## src/rtl/membus_pkg.sv

```systemverilog
package membus_pkg;
  // Interleave selection codes seen on cfg_ileave
  typedef enum logic [1:0] {
    ILV_ONE  = 2'd0,
    ILV_TWO  = 2'd1,
    ILV_FOUR = 2'd2,
    ILV_MAX  = 2'd3
  } ilv_mode_e;

  // Requester positions, higher index means higher priority
  localparam int unsigned CLI_PREFETCH = 0;
  localparam int unsigned CLI_WALK     = 1;
  localparam int unsigned CLI_DATA     = 2;

  // A programmed latency of zero behaves as one cycle
  function automatic logic [3:0] lat_floor(input logic [3:0] lat);
    return (lat == 4'd0) ? 4'd1 : lat;
  endfunction
endpackage

```

## src/rtl/mb_arbiter.sv

```systemverilog
module mb_arbiter #(
  parameter int NREQ  = 3,
  parameter int AW    = 32,
  parameter int NBANK = 4,
  parameter int BKW   = 2
) (
  input  logic [NREQ-1:0]    req_valid,
  input  logic [NREQ*AW-1:0] req_addr,
  input  logic [NREQ-1:0]    just_granted,
  input  logic [1:0]         ilv_mode,
  input  logic [NBANK-1:0]   bank_free,
  input  logic               slot_ok,
  input  logic               hold,
  output logic [NREQ-1:0]    win,
  output logic               win_any,
  output logic [AW-1:0]      win_addr,
  output logic [BKW-1:0]     win_bank
);
  logic [BKW-1:0]  bmask;
  logic [BKW-1:0]  rbank [NREQ];
  logic [NREQ-1:0] elig;

  // Bank mask grows with the interleave mode, clamped to the banks built
  always_comb begin
    int sh;
    sh = (int'(ilv_mode) > BKW) ? BKW : int'(ilv_mode);
    bmask = BKW'((1 << sh) - 1);
  end

  for (genvar i = 0; i < NREQ; i++) begin : g_req
    assign rbank[i] = req_addr[i*AW +: BKW] & bmask;
    assign elig[i]  = req_valid[i] && !just_granted[i] && bank_free[rbank[i]]
                      && slot_ok && !hold;
  end

  // Fixed priority: a later (higher) index overrides an earlier one
  always_comb begin
    win      = '0;
    win_addr = '0;
    win_bank = '0;
    for (int i = 0; i < NREQ; i++) begin
      if (elig[i]) begin
        win      = '0;
        win[i]   = 1'b1;
        win_addr = req_addr[i*AW +: AW];
        win_bank = rbank[i];
      end
    end
    win_any = |elig;
  end
endmodule

```

## src/rtl/mb_bank_timers.sv

```systemverilog
module mb_bank_timers #(
  parameter int NBANK = 4,
  parameter int BKW   = 2,
  parameter int LATW  = 4
) (
  input  logic            clk,
  input  logic            rst,
  input  logic            issue,
  input  logic [BKW-1:0]  issue_bank,
  input  logic [LATW-1:0] lat_eff,
  output logic [NBANK-1:0] bank_free
);
  for (genvar b = 0; b < NBANK; b++) begin : g_bank
    logic [LATW-1:0] tmr;

    always_ff @(posedge clk) begin
      if (rst) begin
        tmr <= '0;
      end else if (issue && issue_bank == BKW'(b)) begin
        tmr <= lat_eff;
      end else if (tmr != '0) begin
        tmr <= tmr - LATW'(1);
      end
    end

    // Free when the access time ends at this edge
    assign bank_free[b] = (tmr <= LATW'(1));

    // the arbiter never starts a bank whose access time is still running
    assert_bank_idle_R8: assert property (@(posedge clk) disable iff (rst)
      (issue && issue_bank == BKW'(b)) |-> (tmr <= LATW'(1)));
  end
endmodule

```

## src/rtl/mb_ret_fifo.sv

```systemverilog
module mb_ret_fifo #(
  parameter int DEPTH = 4,
  parameter int IDW   = 2,
  parameter int LATW  = 4,
  localparam int PTRW = (DEPTH > 1) ? $clog2(DEPTH) : 1,
  localparam int CNTW = $clog2(DEPTH + 1)
) (
  input  logic            clk,
  input  logic            rst,
  input  logic            push,
  input  logic [IDW-1:0]  push_id,
  input  logic [LATW-1:0] lat_eff,
  output logic            pop,
  output logic [IDW-1:0]  pop_id,
  output logic [CNTW-1:0] occ,
  output logic            full
);
  logic [IDW-1:0]  id_mem [DEPTH];
  logic [LATW-1:0] tmr    [DEPTH];
  logic [PTRW-1:0] wr_ptr, rd_ptr;

  // Requester IDs kept in a plain write-port array
  always_ff @(posedge clk) begin
    if (push) id_mem[wr_ptr] <= push_id;
  end
  assign pop_id = id_mem[rd_ptr];

  // Per-slot countdown to the data return
  for (genvar s = 0; s < DEPTH; s++) begin : g_slot
    always_ff @(posedge clk) begin
      if (rst) begin
        tmr[s] <= '0;
      end else if (push && wr_ptr == PTRW'(s)) begin
        tmr[s] <= lat_eff;
      end else if (tmr[s] != '0) begin
        tmr[s] <= tmr[s] - LATW'(1);
      end
    end
  end

  assign full = (occ == CNTW'(DEPTH));
  assign pop  = (occ != '0) && (tmr[rd_ptr] == LATW'(1));

  always_ff @(posedge clk) begin
    if (rst) begin
      wr_ptr <= '0;
      rd_ptr <= '0;
      occ    <= '0;
    end else begin
      if (push) wr_ptr <= (wr_ptr == PTRW'(DEPTH - 1)) ? '0 : wr_ptr + PTRW'(1);
      if (pop)  rd_ptr <= (rd_ptr == PTRW'(DEPTH - 1)) ? '0 : rd_ptr + PTRW'(1);
      case ({push, pop})
        2'b10:   occ <= occ + CNTW'(1);
        2'b01:   occ <= occ - CNTW'(1);
        default: occ <= occ;
      endcase
    end
  end

  // no request is accepted into a full tracker
  assert_no_overflow_R6: assert property (@(posedge clk) disable iff (rst)
    push |-> !full);
  // the latency loaded into a slot is never zero
  assert_lat_floor_R4: assert property (@(posedge clk) disable iff (rst)
    push |-> (lat_eff != '0));
endmodule

```

## src/rtl/membus_arbiter.sv

```systemverilog
module membus_arbiter
  import membus_pkg::*;
#(
  parameter int NREQ  = 3,
  parameter int AW    = 32,
  parameter int DEPTH = 4,
  parameter int NBANK = 4,
  parameter int LATW  = 4,
  localparam int BKW  = (NBANK > 1) ? $clog2(NBANK) : 1,
  localparam int IDW  = (NREQ > 1) ? $clog2(NREQ) : 1,
  localparam int CNTW = $clog2(DEPTH + 1)
) (
  input  logic              clk,
  input  logic              rst,
  input  logic [1:0]        cfg_ileave,
  input  logic [LATW-1:0]   cfg_lat,
  input  logic [NREQ-1:0]   req_valid,
  input  logic [NREQ*AW-1:0] req_addr,
  input  logic              ext_req,
  output logic [NREQ-1:0]   req_grant,
  output logic              bus_valid,
  output logic [AW-1:0]     bus_addr,
  output logic [BKW-1:0]    bus_bank,
  output logic              ext_grant,
  output logic [NREQ-1:0]   rsp_valid
);
  logic [LATW-1:0]  lat_eff;
  logic [NBANK-1:0] bank_free;
  logic [NREQ-1:0]  win;
  logic             win_any;
  logic [AW-1:0]    win_addr;
  logic [BKW-1:0]   win_bank;
  logic             pop, full;
  logic [IDW-1:0]   pop_id;
  logic [IDW-1:0]   win_id;
  logic [CNTW-1:0]  occ;

  assign lat_eff = (cfg_lat == '0) ? LATW'(1) : cfg_lat;

  always_comb begin
    win_id = '0;
    for (int i = 0; i < NREQ; i++) if (win[i]) win_id = IDW'(i);
  end

  mb_arbiter #(.NREQ(NREQ), .AW(AW), .NBANK(NBANK), .BKW(BKW)) u_arb (
    .req_valid   (req_valid),
    .req_addr    (req_addr),
    .just_granted(req_grant),
    .ilv_mode    (cfg_ileave),
    .bank_free   (bank_free),
    .slot_ok     (!full),
    .hold        (ext_req || ext_grant),
    .win         (win),
    .win_any     (win_any),
    .win_addr    (win_addr),
    .win_bank    (win_bank)
  );

  mb_bank_timers #(.NBANK(NBANK), .BKW(BKW), .LATW(LATW)) u_banks (
    .clk       (clk),
    .rst       (rst),
    .issue     (win_any),
    .issue_bank(win_bank),
    .lat_eff   (lat_eff),
    .bank_free (bank_free)
  );

  mb_ret_fifo #(.DEPTH(DEPTH), .IDW(IDW), .LATW(LATW)) u_ret (
    .clk    (clk),
    .rst    (rst),
    .push   (win_any),
    .push_id(win_id),
    .lat_eff(lat_eff),
    .pop    (pop),
    .pop_id (pop_id),
    .occ    (occ),
    .full   (full)
  );

  always_ff @(posedge clk) begin
    if (rst) begin
      req_grant <= '0;
      bus_valid <= 1'b0;
      bus_addr  <= '0;
      bus_bank  <= '0;
      ext_grant <= 1'b0;
      rsp_valid <= '0;
    end else begin
      req_grant <= win;
      bus_valid <= win_any;
      if (win_any) begin
        bus_addr <= win_addr;
        bus_bank <= win_bank;
      end
      ext_grant <= ext_req && (ext_grant || occ == '0);
      rsp_valid <= '0;
      if (pop) rsp_valid[pop_id] <= 1'b1;
    end
  end

  // at most one client granted per cycle
  assert_onehot_grant_R3: assert property (@(posedge clk) disable iff (rst)
    $onehot0(req_grant));
  // external ownership only over an empty, quiet bus
  assert_ext_excl_R9: assert property (@(posedge clk) disable iff (rst)
    ext_grant |-> (occ == '0 && !bus_valid));
  // ownership is released one cycle after the request drops
  assert_ext_release_R9: assert property (@(posedge clk) disable iff (rst)
    !ext_req |=> !ext_grant);
  // a client is never granted in two consecutive cycles
  assert_no_regrant_R10: assert property (@(posedge clk) disable iff (rst)
    (|req_grant) |=> ((req_grant & $past(req_grant)) == '0));
  // returns go to exactly one client
  assert_rsp_onehot_R5: assert property (@(posedge clk) disable iff (rst)
    $onehot0(rsp_valid));
endmodule

```

## config.mk

```make
export PLATFORM = sky130hd
export DESIGN_NAME = membus_arbiter
export DESIGN_NICKNAME = d
export VERILOG_FILES = /design/src/rtl/membus_pkg.sv /design/src/rtl/mb_arbiter.sv /design/src/rtl/mb_bank_timers.sv /design/src/rtl/mb_ret_fifo.sv /design/src/rtl/membus_arbiter.sv
export SDC_FILE = /design/constraint.sdc
export NUM_CORES = 1
export LEC_CHECK = 0
export BUFFER_PORTS_ARGS = -buffer_cell sky130_fd_sc_hd__buf_2
export CORE_MARGIN = 2
export CORE_UTILIZATION = 49
export CTS_BUF_LIST = sky130_fd_sc_hd__clkbuf_8
export DETAILED_ROUTE_END_ITERATION = 8
export PLACE_DENSITY = 0.84
export SYNTH_ARGS = -nofsm -noshare
export SYNTH_HDL_FRONTEND = slang
export SYNTH_HIERARCHICAL = 1
export SYNTH_SLANG_ARGS = --single-unit
```

## constraint.sdc

```tcl
create_clock -name clk -period 3.71 [get_ports clk]
set_clock_uncertainty 0.2 [all_clocks]
set_input_delay 0.371 -clock clk [delete_from_list [all_inputs] [get_ports clk]]
set_output_delay 0.371 -clock clk [all_outputs]
set_load 0.02 [all_outputs]
```

==> results.py, run 1 <==
metrics = {
    "floorplan": {
        "dieArea_mm2": 0.01139,
        "die_x_um": 106.7,
        "pin_count": 150,
        "initial_core_util": 0.5029,
        "core_area_mm2": 0.01028,
        "rows": 37,
        "die_h_um": 106.7,
    },
    "sta": {
        "setup_ws_ns": 0.2131,
        "maxSlewViolCount": 0,
        "min_period_ns": 3.497,
        "tightestPinTransition_ns": 0.6138,
        "finalCritPeriodShare": 0.9426,
        "slew_headroom": 0.5852,
        "setup_violations": 0,
        "setup_tns_ns": 0,
        "max_freq_mhz": 286.0,
        "rsz0062_at_grt": "no",
        "finalHoldViolCount": 0,
    },
    "final_layout": {
        "drive_gt1_frac": 0.2851,
        "antenna_cells": 0,
        "final_nets": 855,
        "synthToLayoutAreaGrowth_pct": 19.92,
        "fillers": 899,
        "utilization": 0.6031,
    },
    "clocking": {
        "cts_tree": "built",
        "cts_buffers": 9,
        "hold_buffers": 0,
        "path_clk_slew_ns": 0.09,
        "post_cts_resize_count": 0,
        "cts_setup_buffers": 0,
        "clock_latency_ns": 0.35,
        "clockBufferDepth": 2,
        "root_buffer": "clkbuf_8",
        "htreeDepth": 3,
        "cts_sinks": 91,
    },
    "yosys": {
        "synthesis.area_mm2": 0.005169,
        "synth_edf_count": 24,
        "ys_seq_elements": 91,
        "synthArstFlopShare": 0,
        "avgSynthCellArea_um2": 8.866,
        "ys_types": 58,
        "synth_fp_nets": 710,
        "synth_ff_type": "dfxtp_1",
        "syn_inst": 583,
        "yosys_warnings": 6,
        "synth-seq-area-share": 0.3989,
    },
    "drt": {
        "antenna_violating_nets_post_route": 0,
        "num_vias": 4861,
        "drc": 0,
        "wire_per_inst_um": 15.23,
        "viasPerCell": 5.594,
        "first_pass_iters": 7,
        "wl_um": 13230,
        "drt_iter0_markers": 328,
    },
    "grt": {
        "grt_overflow": 0,
        "grt_use_total": 0.2313,
        "grt_pass1_wl_um": 21180,
        "grt_max_degree": 36,
        "antenna_found_initial": 0,
        "grt_pass1_vias": 4659,
    },
    "power_and_ir_drop": {
        "vdd_drop_max_mv": 0.3324,
        "powerDensity_mw_per_mm2": 666.2,
        "p_leak_nw": 2.785,
    },
    "setup_path": {
        "end_kind": "flop",
        "reg2reg_from": "u_banks/g_bank[1].tmr[0]",
        "crit-reg2reg-capture": "u_ret/occ[2]",
        "path_class": "flop to flop",
        "cp.required_ns": 3.80,
        "crit_path_max_fanout": 4,
        "cp_data_arrival_time_ns": 3.59,
        "r2r_slack_ns": 0.21,
        "reg2regPathDepth": 16,
        "cp-start-kind": "flop",
        "startpoint": "u_banks/g_bank[1].tmr[0]",
    },
    "flow_run": {
        "drv_cap": 0,
    },
    "min_path": {
        "whs_endpoint": "ext_grant",
        "min_path_type": "input port to flop",
        "holdPathStages": 2,
        "hp-start": "ext_req",
    },
    "placement": {
        "dp_worst_setup_slack_ns": 0.2648,
        "place.gp.congestion": 0.8215,
        "numPortBuffers": 149,
        "dp_hpwl_um": 10020,
    },
    "run_status": {
        "outcome": "complete, no violations",
    },
}
==> worst max path at each step <==
stage,depth (start not counted),slack (ns),to
after global placement,15,0.42,u_ret/occ[2]
after floorplan,19,0.12,u_ret/occ[2]
after global routing,16,0.01,u_ret/occ[2]
after detailed placement,15,0.26,u_ret/occ[2]
after CTS,15,0.25,u_ret/occ[2]
final,16,0.21,u_ret/occ[2]
==> per-layer routing <==
metal | routed length [um] | up-vias | track usage
met3 | 807 | 35 | 0.04438
met4 | 330 | 0 | 0.1011
met1 | 5522 | 2290 | 0.2786
met2 | 6571 | 194 | 0.4013
li1 | - | 2342 | -
met5 | 0 | - | 0
==> cell families (layout without fill, tap and decap cells) <==
logic type | Yosys count | count (layout) | synth area share
buf+inv | 65 | 215 | 0.06488
simple gates | 255 | 255 | 0.2309
compound gates | 90 | 90 | 0.1295
fa+ha+maj | 19 | 19 | 0.04745
mux | 53 | 53 | 0.1099
xor+xnor | 10 | 10 | 0.01840
flops | 91 | 91 | 0.3989
==> sequential cells by signal, indices dropped and copies added, names as in the netlist, 2 cells and up, named ones only <==
signal	cells
u_ret/occ	3
u_ret/tmr	16
u_banks/g_bank.tmr	16
u_ret/wr_ptr	2
rsp_valid	3
bus_bank	2
u_ret/rd_ptr	2
bus_addr	32
u_ret/id_mem	8
req_grant	3
==> cell type report <==
type,instances,area (um2),share of cell area
Inverter,33,125.1,0.02019
Multi-Input combinational cell,427,2794,0.4507
Timing Repair Buffer,166,873.3,0.1409
Tap cell,136,170.2,0.02745
Clock inverter,7,50.05,0.008074
Clock buffer,9,123.9,0.01998
Sequential cell,91,2062,0.3327
==> where the power goes <==
group / internal (W) / switching [W] / leakage, nW
clock: 0.000248 / 0.000359 / 0.0923
sequential: 0.00129 / 0.000191 / 0.801
combinational: 0.000909 / 0.00113 / 1.89
total: 0.00245 / 0.00168 / 2.79
==> critical path, stage by stage (launching register included) <==
cell,delay (ns)
dfxtp_1,0.38
inv_1,0.09
ha_1,0.25
nor2_1,0.11
nor3_1,0.05
o21a_1,0.16
a221o_1,0.44
and3_1,0.21
nor2_1,0.12
nand2_2,0.07
inv_1,0.11
ha_1,0.21
inv_1,0.07
fa_1,0.37
xor2_1,0.16
or3_1,0.30
a21oi_1,0.14
==> layout by cell type (no fill, tap or decap), types with 4 or more instances in the layout <==
cell and n:
edfxtp_1 24, nor4bb_1 5, xnor2_1 7, or2_2 4
a221oi_1 30, nor2b_1 5, buf_4 17, nor3b_1 4
nor2_1 127, buf_2 149, nand2_1 51, a211oi_1 6
o32ai_1 4, clkbuf_8 9, nor3_1 27, o211ai_1 4
or3b_4 5, a21oi_1 26, inv_1 32, dfxtp_1 67
ha_1 18, or3_1 5, o21ai_0 5, mux2i_1 47
==> Yosys cell counts (all sizes together), types with 2 or more instances <==
cell type	number	area share
mux2	4	0.0094
a221oi	31	0.053
ha	18	0.044
mux2i	47	0.091
a211oi	6	0.0087
mux4	2	0.0094
clkinv	2	0.0017
o211ai	4	0.0058
nand3b	2	0.0029
and2	3	0.0036
nor2	127	0.092
o21ai	6	0.0058
nand4	2	0.0024
edfxtp	24	0.14
inv	31	0.023
or2	4	0.0048
or3	5	0.0061
dfxtp	67	0.26
nor3b	4	0.0058
and3	2	0.0024
nor4b	5	0.011
buf	19	0.031
nor4bb	5	0.0097
a21oi	29	0.030
xor2	2	0.0034
or3b	5	0.010
xnor2	8	0.015
o32ai	4	0.0068
nor3	27	0.026
nand2	52	0.038
clkbuf	13	0.0094
a31oi	2	0.0024
nor2b	5	0.0061
nand2b	3	0.0036
==> through the flow <==
step | std cells | hold WS [ns] | total power (W) | cell area, um2
2_1_floorplan | 583 | 0.2485 | 0.003072 | 5169
3_5_place_dp | 853 | 0.2798 | 0.003500 | 6016
6_report | 869 | 0.06098 | 0.004129 | 6198
4_1_cts | 869 | 0.05156 | 0.004111 | 6190
3_3_place_gp | 853 | 0.2694 | 0.003381 | 6016
5_1_grt | 869 | 0.05005 | 0.004429 | 6198
Note: power is estimated with default switching activity, not from simulation.
==> run 2: changes to the inputs <==
--- a/config.mk
+++ b/config.mk
@@ -10,7 +10,7 @@
 export CORE_UTILIZATION = 49
 export CTS_BUF_LIST = sky130_fd_sc_hd__clkbuf_8
 export DETAILED_ROUTE_END_ITERATION = 8
-export PLACE_DENSITY = 0.84
+export PLACE_DENSITY = 0.79
 export SYNTH_ARGS = -nofsm -noshare
 export SYNTH_HDL_FRONTEND = slang
 export SYNTH_HIERARCHICAL = 1
==> run 2 against run 1 <==
Critical path depth is the same. Via count is 1.4% lower. Sequential power hardly changed. Die area is the same. Setup slack better by 0.046 ns. Design area grew 0.79%. Flip-flop and latch count did not move. Utilization grew 0.47 points. Power is 0.46% higher. Fmax is 1.3% higher. Wire length shrank 2.4%. Critical endpoint unchanged. Highest routed layer unchanged.
==> results.py, run 2 (synthesis results as in run 1) <==
metrics = {
    "final_layout": {
        "final_nets": 859,
        "utilization": 0.6079,
        "drive_gt1_frac": 0.2904,
        "top_register": "bus_addr",
        "fillers": 896,
        "layout_common_cells": "149 x buf_2, 127 x nor2_1, 67 x dfxtp_1, 51 x nand2_1, 47 x mux2i_1",
        "final_common_cell": "buf_2",
        "biggestRegsByFlops": "bus_addr (32), u_banks/g_bank.tmr (16), u_ret/tmr (16)",
        "synthToLayoutAreaGrowth_pct": 20.87,
        "antenna_cells": 0,
        "largest_reg_flops": 32,
    },
    "setup_path": {
        "reg2regPathDepth": 16,
        "cp.depth": 16,
        "cp_cell_sequence": "inv_1 > ha_1 > nor2_1 > nor3_1 > o21a_1 > a221o_1 > and3_1 > nor2_1 > nand2_2 > inv_1 > ha_1 > inv_1 > fa_1 > xor2_1 > or3_1 > a21oi_1",
        "cp.required_ns": 3.81,
        "critPathSlowestCell": "a221o_1",
        "cp_data_arrival_time_ns": 3.56,
        "cp_slowest_stage_delay_ns": 0.43,
        "crit_top_cell": "inv_1",
        "path_delay_family": "simple AND/OR/NAND/NOR gates",
        "cp.buffers_inverters": 3,
        "cp-start-kind": "flop",
        "path_class": "flop to flop",
        "end_kind": "flop",
        "crit_path_max_fanout": 5,
    },
    "floorplan": {
        "core_area_mm2": 0.01028,
        "dieArea_mm2": 0.01139,
        "die_x_um": 106.7,
        "rows": 37,
        "pin_count": 150,
        "initial_core_util": 0.5029,
        "die_h_um": 106.7,
    },
    "clocking": {
        "hold_buffers": 0,
        "cts_sinks": 91,
        "root_buffer": "clkbuf_8",
        "path_clk_slew_ns": 0.10,
        "cts_tree": "built",
        "clockBufferDepth": 2,
        "cts_buffers": 9,
        "cts_setup_buffers": 0,
        "clock_latency_ns": 0.36,
        "htreeDepth": 3,
        "post_cts_resize_count": 0,
    },
    "sta": {
        "maxSlewViolCount": 0,
        "rsz0062_at_grt": "yes",
        "whs_ns": 0.04723,
        "min_period_ns": 3.451,
        "tightestPinTransition_ns": 0.7459,
        "finalHoldViolCount": 0,
        "slew_headroom": 0.5027,
        "setup_violations": 0,
        "max_freq_mhz": 289.8,
        "setup_tns_ns": 0,
        "finalCritPeriodShare": 0.9302,
    },
    "flow_run": {
        "drv_cap": 0,
    },
    "power_and_ir_drop": {
        "p_leak_nw": 2.809,
        "powerDensity_mw_per_mm2": 664.0,
        "vdd_drop_max_mv": 0.3491,
        "p_total_w": 0.004148,
    },
    "drt": {
        "num_vias": 4792,
        "wire_per_inst_um": 14.80,
        "drt_iter0_markers": 377,
        "wl_um": 12920,
        "drc": 0,
        "first_pass_iters": 5,
        "viasPerCell": 5.489,
        "antenna_violating_nets_post_route": 0,
    },
    "min_path": {
        "holdPathStages": 2,
        "min_path_type": "input port to flop",
    },
    "grt": {
        "grt_pass1_vias": 4684,
        "antenna_found_initial": 0,
        "grt_max_degree": 42,
        "grt_pass1_wl_um": 21420,
        "grt_use_total": 0.2324,
        "grt_overflow": 0,
    },
    "run_status": {
        "outcome": "complete, no violations",
    },
    "placement": {
        "numPortBuffers": 149,
        "place.gp.congestion": 0.8280,
        "dp_hpwl_um": 9980,
    },
}
[run 2: cell count changes in the layout (fill, tap and decap cells not counted), moves of 2 or more]
cell      previous run  this run
buf_4               17        21
nor4bb_2             0         2
inv_8                0         3
nor4bb_1             5         3
[run 2: power by group]
group,total (W),internal (W),switching [W]
clock,0.000653,0.000263,0.000390
sequential,0.00148,0.00129,0.000193
combinational,0.00201,0.000909,0.00110
total,0.00415,0.00246,0.00169
[run 2: cell type report]
cell class,count,area (um2),share of cell area
multi-input combinational,427,2798,0.4478
tap,136,170.2,0.02724
clock buffer,9,123.9,0.01983
timing repair buffer,170,903.4,0.1446
inverter,33,125.1,0.02003
sequential,91,2062,0.3301
clock inverter,7,65.06,0.01041
[run 2: path summary, 6_finish.rpt]
check	from	slack [ns]	end
max	u_banks/g_bank[1].tmr[0]	0.26	u_ret/occ[2]
min	ext_req	0.05	ext_grant
min reg2reg	bus_addr[20]	0.30	bus_addr[20]
max reg2reg	u_banks/g_bank[1].tmr[0]	0.26	u_ret/occ[2]
[run 2: layer usage]
layer,part of all wire,track usage,wire [um],vias up
met5,0,0,0,-
met4,0.012,0.07236,161,0
met3,0.061,0.05167,791,17
met2,0.51,0.4131,6573,155
met1,0.42,0.2793,5392,2268
li1,-,-,-,2352
[run 2: metrics by stage]
stage / cells / area (um2) / setup slack (ns)
2_1_floorplan: 583 / 5169 / 0.1160
3_3_place_gp: 857 / 6046 / 0.3816
3_5_place_dp: 857 / 6046 / 0.2263
4_1_cts: 873 / 6235 / 0.2788
5_1_grt: 873 / 6247 / -0.04199
6_report: 873 / 6247 / 0.2589
